[src/rtl/psw_pkg.sv]
package psw_pkg;
   localparam int P_C   = 0;
   localparam int P_V   = 1;
   localparam int P_Z   = 2;
   localparam int P_N   = 3;
   localparam int P_IL0 = 4;
   localparam int P_IL1 = 5;
   localparam int P_I   = 6;
   localparam int P_H   = 7;

   localparam int M_C = 0;
   localparam int M_V = 1;
   localparam int M_Z = 2;
   localparam int M_N = 3;
   localparam int M_H = 4;
   localparam int MASK_W = 5;

   typedef struct packed {
      logic h;
      logic n;
      logic z;
      logic v;
      logic c;
   } flag_set_t;
endpackage

[src/rtl/psw_flag_calc.sv]
module psw_flag_calc
   import psw_pkg::*;
#(
   parameter int DATA_W = 8
) (
   input  logic [DATA_W-1:0] res,
   input  logic              carry,
   input  logic              half,
   input  logic              ovf,
   input  logic              is_shift,
   input  logic              shout,
   output flag_set_t         nxt
);
   if (DATA_W < 2) begin : g_chk
      $error("psw_flag_calc: DATA_W must be at least 2");
   end

   always_comb begin
      nxt.h = half;
      nxt.n = res[DATA_W-1];
      nxt.z = (res == '0);
      nxt.v = ovf;
      nxt.c = is_shift ? shout : carry;
   end
endmodule

[src/rtl/psw_irq_gate.sv]
module psw_irq_gate #(
   parameter int LVL_W = 2
) (
   input  logic             enable,
   input  logic [LVL_W-1:0] cur_lvl,
   input  logic             req,
   input  logic [LVL_W-1:0] req_lvl,
   input  logic             block,
   output logic             ack
);
   if (LVL_W < 1) begin : g_chk
      $error("psw_irq_gate: LVL_W must be at least 1");
   end

   logic outranks;
   assign outranks = (req_lvl < cur_lvl);
   assign ack      = req & enable & outranks & ~block;
endmodule

[src/rtl/psw_bank_addr.sv]
module psw_bank_addr #(
   parameter int          BANK_W = 5,
   parameter int          IDX_W  = 3,
   parameter int          ADDR_W = 16,
   parameter logic [15:0] BASE   = 16'h0100
) (
   input  logic [BANK_W-1:0] bank,
   input  logic [IDX_W-1:0]  idx,
   output logic [ADDR_W-1:0] addr
);
   localparam int OFS_W = BANK_W + IDX_W;
   localparam logic [ADDR_W-1:0] BASE_A = ADDR_W'(BASE);
   localparam logic [ADDR_W-1:0] LOW_MASK = ADDR_W'((1 << OFS_W) - 1);
   localparam bit BASE_ALIGNED = ((BASE_A & LOW_MASK) == '0);

   if (OFS_W > ADDR_W) begin : g_chk
      $error("psw_bank_addr: bank and index do not fit in the address");
   end

   logic [ADDR_W-1:0] offset;
   assign offset = {{(ADDR_W-OFS_W){1'b0}}, bank, idx};

   if (BASE_ALIGNED) begin : g_or
      assign addr = BASE_A | offset;
   end else begin : g_add
      assign addr = BASE_A + offset;
   end
endmodule

[src/rtl/psw_unit.sv]
module psw_unit
   import psw_pkg::*;
#(
   parameter int          DATA_W   = 8,
   parameter int          BANK_W   = 5,
   parameter int          IDX_W    = 3,
   parameter int          LVL_W    = 2,
   parameter int          ADDR_W   = 16,
   parameter logic [15:0] REG_BASE = 16'h0100
) (
   input  logic                clk,
   input  logic                rst_n,
   input  logic                wr_en,
   input  logic [2*DATA_W-1:0] wr_data,
   input  logic [MASK_W-1:0]   upd_mask,
   input  logic [DATA_W-1:0]   alu_res,
   input  logic                alu_carry,
   input  logic                alu_half,
   input  logic                alu_ovf,
   input  logic                alu_shift,
   input  logic                alu_shout,
   input  logic                irq_req,
   input  logic [LVL_W-1:0]    irq_lvl,
   output logic                irq_ack,
   input  logic [IDX_W-1:0]    reg_idx,
   output logic [2*DATA_W-1:0] psw,
   output logic [ADDR_W-1:0]   reg_addr
);
   localparam int PSW_W  = 2 * DATA_W;
   localparam int BANK_LO = PSW_W - BANK_W;
   localparam int PAD_W  = DATA_W - BANK_W;

   if (DATA_W != 8 || LVL_W != 2) begin : g_chk_layout
      $error("psw_unit: the low byte layout needs DATA_W=8 and LVL_W=2");
   end
   if (BANK_W > DATA_W) begin : g_chk_bank
      $error("psw_unit: bank pointer wider than the upper byte");
   end

   logic [BANK_W-1:0] bank_q;
   logic              h_q, i_q, n_q, z_q, v_q, c_q;
   logic [LVL_W-1:0]  il_q;
   flag_set_t         nxt;

   psw_flag_calc #(.DATA_W(DATA_W)) u_flags (
      .res      (alu_res),
      .carry    (alu_carry),
      .half     (alu_half),
      .ovf      (alu_ovf),
      .is_shift (alu_shift),
      .shout    (alu_shout),
      .nxt      (nxt)
   );

   psw_irq_gate #(.LVL_W(LVL_W)) u_gate (
      .enable  (i_q),
      .cur_lvl (il_q),
      .req     (irq_req),
      .req_lvl (irq_lvl),
      .block   (wr_en),
      .ack     (irq_ack)
   );

   psw_bank_addr #(
      .BANK_W (BANK_W),
      .IDX_W  (IDX_W),
      .ADDR_W (ADDR_W),
      .BASE   (REG_BASE)
   ) u_addr (
      .bank (bank_q),
      .idx  (reg_idx),
      .addr (reg_addr)
   );

   always_ff @(posedge clk) begin
      if (!rst_n) begin
         bank_q <= '0;
         h_q    <= 1'b0;
         i_q    <= 1'b0;
         il_q   <= '1;
         n_q    <= 1'b0;
         z_q    <= 1'b0;
         v_q    <= 1'b0;
         c_q    <= 1'b0;
      end else if (wr_en) begin
         bank_q <= wr_data[PSW_W-1 -: BANK_W];
         h_q    <= wr_data[P_H];
         i_q    <= wr_data[P_I];
         il_q   <= wr_data[P_IL1:P_IL0];
         n_q    <= wr_data[P_N];
         z_q    <= wr_data[P_Z];
         v_q    <= wr_data[P_V];
         c_q    <= wr_data[P_C];
      end else begin
         if (upd_mask[M_H]) h_q <= nxt.h;
         if (upd_mask[M_N]) n_q <= nxt.n;
         if (upd_mask[M_Z]) z_q <= nxt.z;
         if (upd_mask[M_V]) v_q <= nxt.v;
         if (upd_mask[M_C]) c_q <= nxt.c;
         if (irq_ack)       il_q <= irq_lvl;
      end
   end

   if (PAD_W > 0) begin : g_pad
      assign psw = {bank_q, {PAD_W{1'b0}}, h_q, i_q, il_q, n_q, z_q, v_q, c_q};
   end else begin : g_nopad
      assign psw = {bank_q, h_q, i_q, il_q, n_q, z_q, v_q, c_q};
   end

   wire unused_lo = ^wr_data[BANK_LO-1:DATA_W];
endmodule

[config.mk]
export PLATFORM = sky130hd
export DESIGN_NAME = psw_unit
export DESIGN_NICKNAME = d
export VERILOG_FILES = /design/src/rtl/psw_pkg.sv /design/src/rtl/psw_flag_calc.sv /design/src/rtl/psw_irq_gate.sv /design/src/rtl/psw_bank_addr.sv /design/src/rtl/psw_unit.sv
export SDC_FILE = /design/constraint.sdc
export NUM_CORES = 1
export LEC_CHECK = 0
export BUFFER_PORTS_ARGS = -buffer_cell sky130_fd_sc_hd__buf_2
export CAP_MARGIN = 20
export CELL_PAD_IN_SITES_DETAIL_PLACEMENT = 0
export CELL_PAD_IN_SITES_GLOBAL_PLACEMENT = 2
export CORE_MARGIN = 2
export CORE_UTILIZATION = 19
export CTS_CLUSTER_DIAMETER = 40
export DETAILED_ROUTE_END_ITERATION = 8
export PLACE_DENSITY_LB_ADDON = 0.1
export SLEW_MARGIN = 5
export SYNTH_ARGS = -nofsm -noshare
export SYNTH_HDL_FRONTEND = slang
export SYNTH_HIERARCHICAL = 1
export SYNTH_SLANG_ARGS = --single-unit
[constraint.sdc]
create_clock -name clk -period 1.6 [get_ports clk]
set_input_delay 0 -clock clk [delete_from_list [all_inputs] [get_ports clk]]
set_output_delay 0 -clock clk [all_outputs]
set_load 0.01 [all_outputs]
==> impl_metrics.tcl <==
set metrics [dict create \
    status "finished clean" \
    drt-total-wl_um 1940 \
    max_freq_mhz 667 \
    place_area_um2 1020 \
    core-area_um2 4410 \
    drt_first_iter_violations 5 \
    layout-drive-gt1-share 0.540 \
    reg2reg_to "il_q[0]" \
    h-tree-depth 1 \
    synth_area_per_cell_um2 9.77 \
    swShare 0.266 \
    setup_ws_ns 0.100 \
    yosys.area_share.simple 0.145 \
    synthMuxAreaShare 0.168 \
    power_density_nw_per_um2 776 \
    criticalPathCategory "reg -> out" \
    p_int_mw 0.616 \
    wl_per_cell_um 10.9 \
    synthTopCellsByArea "dfxtp_1 30%, buf_4 24%, mux2i_1 9.1%" \
    post_cts_buffers 0 \
    gr-total-overflow 0 \
    clockBufferDepth 2 \
    period_needed_ns 1.50 \
    cts_tree "done" \
    cts.clk_slew.worst_paths_ns 0.06 \
    pwr-share-seq 0.426 \
    grt_pass1_vias 583 \
    synth_compound_area_frac 0.0853 \
    synthCells 90 \
    cts-root-buf "clkbuf_8" \
    pre_cts_ws_ns 0.0865 \
    fin_nets 171 \
    clock_power_share 0.362 \
    hold_start "reg_idx[1]" \
    rsz0062_at_grt "no" \
    dp_cells 174 \
    gp_congestion 0.594 \
    grt_pass1_wl_um 2770 \
    cp-end-kind "primary output" \
    syn_to_final_growth_pct 22.8 \
    rows 24 \
    crit_required_ns 1.60 \
    clock-sinks 13 \
    tns_ns 0 \
    die_x_um 72.0 \
    worst_clock_skew_ns 0.0000303 \
    leakage_nw 0.587 \
    antenna_found_initial 0 \
    drv_cap 0 \
    dpl.hpwl_um 1450 \
    ys_seq_area_frac 0.296 \
    min_to "reg_addr[1]" \
    worstSetupStartpointType "flip-flop" \
    grt.total_usage 0.0728 \
    finalCritPeriodShare 0.937 \
    vias 663 \
    synth_top_area_share 0.296 \
    ys_warn_count 6 \
    stdcell_count 178 \
    synth_adder_area_share 0.0142 \
    mostFrequentLayoutCells "55 x buf_2, 12 x dfxtp_1, 11 x conb_1" \
    p_comb_frac 0.212 \
    viasPerCell 3.72 \
    hold_slack_ns 0.00000283 \
    io_pins 76 \
    netlist_area_um2 880 \
    synth_seq_cells 13 \
    initial_utilization 0.199 \
    port_buffers 55 \
    ir_drop_v 0.000154 \
    yosys.area.top_type "dfxtp_1" \
    power.net_switching_mw 0.223 \
    reg2reg_depth 5 \
    rr_startpoint "il_q[1]" \
    grt_start_max_net_pins 21 \
    clk_latency_ns 0.24 \
    final_area_um2 1080 \
    die-height_um 72.0 \
    yosysUniqueCellTypes 20 \
    finalSetupViolCount 0 \
    cp-startpoint "il_q[1]" \
    die_area_um2 5190 \
    cts_buffers 3 \
    drt_first_pass_iters 4 \
    slew_violations 0 \
    mostFrequentLayoutCell "buf_2" \
    antenna_cells 0 \
    crit_fanout 3 \
    synth_top_family_by_area "buffers and inverters" \
    synth_xor_area_frac 0 \
    drc 0 \
    critPathArrivalTime_ns 1.50 \
    r2r_slack_ns 0.12 \
    hold_viol 0 \
    postRouteAntennaNets 0 \
    hp-class "in -> out" \
    whs_path_depth 0 \
]
cell families (layout without fill, tap and decap cells):
family	count (synthesis)	in the layout
buffers and inverters	32	60
AND/OR/NAND/NOR	19	19
multiplexers	14	14
flip-flops	13	13
AO/OA/AOI/OAI	8	8
other	3	11
adder cells (fa/ha/maj)	1	1
synth_stat cells:
master,instances
o211a_1,5
inv_1,1
buf_4,28
buf_8,1
nand2_1,1
mux2i_1,8
nor2_1,1
dfxtp_1,13
a21oi_1,2
and3b_1,2
nand2b_1,1
conb_1,3
buf_2,1
or4_1,2
nor2b_1,7
buf_6,1
mux2_2,6
ha_1,1
a2111oi_2,1
or2b_1,5
final cells by class:
class | count | area (µm²)
fillers | 490 | 3330
multi-input cells | 53 | 429
repair buffers | 55 | 275
flip-flops and latches | 13 | 262
well taps | 52 | 65.1
clock buffers | 4 | 45.0
inverters | 1 | 3.75
through the flow:
step | util | total power [mW]
2_1_floorplan | - | 0.520
3_3_place_gp | 0.231 | 0.538
3_5_place_dp | 0.231 | 0.540
4_1_cts | 0.241 | 0.855
5_1_grt | 0.245 | 0.898
6_report | 0.245 | 0.838
worst max path at each step:
| stage | slack [ns] | end | cells past startpoint |
|---|---|---|---|
| global placement | 0.12 | il_q[0] | 5 |
| CTS | 0.03 | irq_ack | 4 |
| detailed placement | 0.09 | il_q[0] | 5 |
| floorplan | 0.01 | il_q[0] | 5 |
| global route | 0.01 | irq_ack | 4 |
| finish | 0.10 | irq_ack | 4 |
power groups by stage:
stage               sequential (mW)  combinational (mW)  clock, mW
finish                        0.357               0.177      0.304
global route                  0.360               0.193      0.344
CTS                           0.357               0.177      0.321
detailed placement            0.364               0.176          0
global placement              0.363               0.175          0
floorplan                     0.368               0.151          0
registers in the layout, summed over array words and instances, names as in the netlist:
register and cells:
bank_q 5, il_q 2, c_q 1, h_q 1
i_q 1, n_q 1, v_q 1, z_q 1
timing repair:
item,4_1_cts,5_1_grt
resized for setup,0,3
endpoints found under the hold margin,0,0
endpoints found under the setup margin,0,2
hold buffers,0,0
worst max-delay path: stages (launching register included):
cell	delay, ns
dfxtp_2	0.34
inv_2	0.05
ha_4	0.24
a2111oi_4	0.42
buf_2	0.21
routing by layer:
layer / share of wire / global-route usage / up-vias
met3: 0.089 / 0.0194 / 4
met4: 0.025 / 0.0503 / 0
met5: 0 / 0 / -
met2: 0.49 / 0.120 / 37
met1: 0.40 / 0.0814 / 290
li1: - / - / 332
No activity file was read; power rests on OpenSTA's default activity.
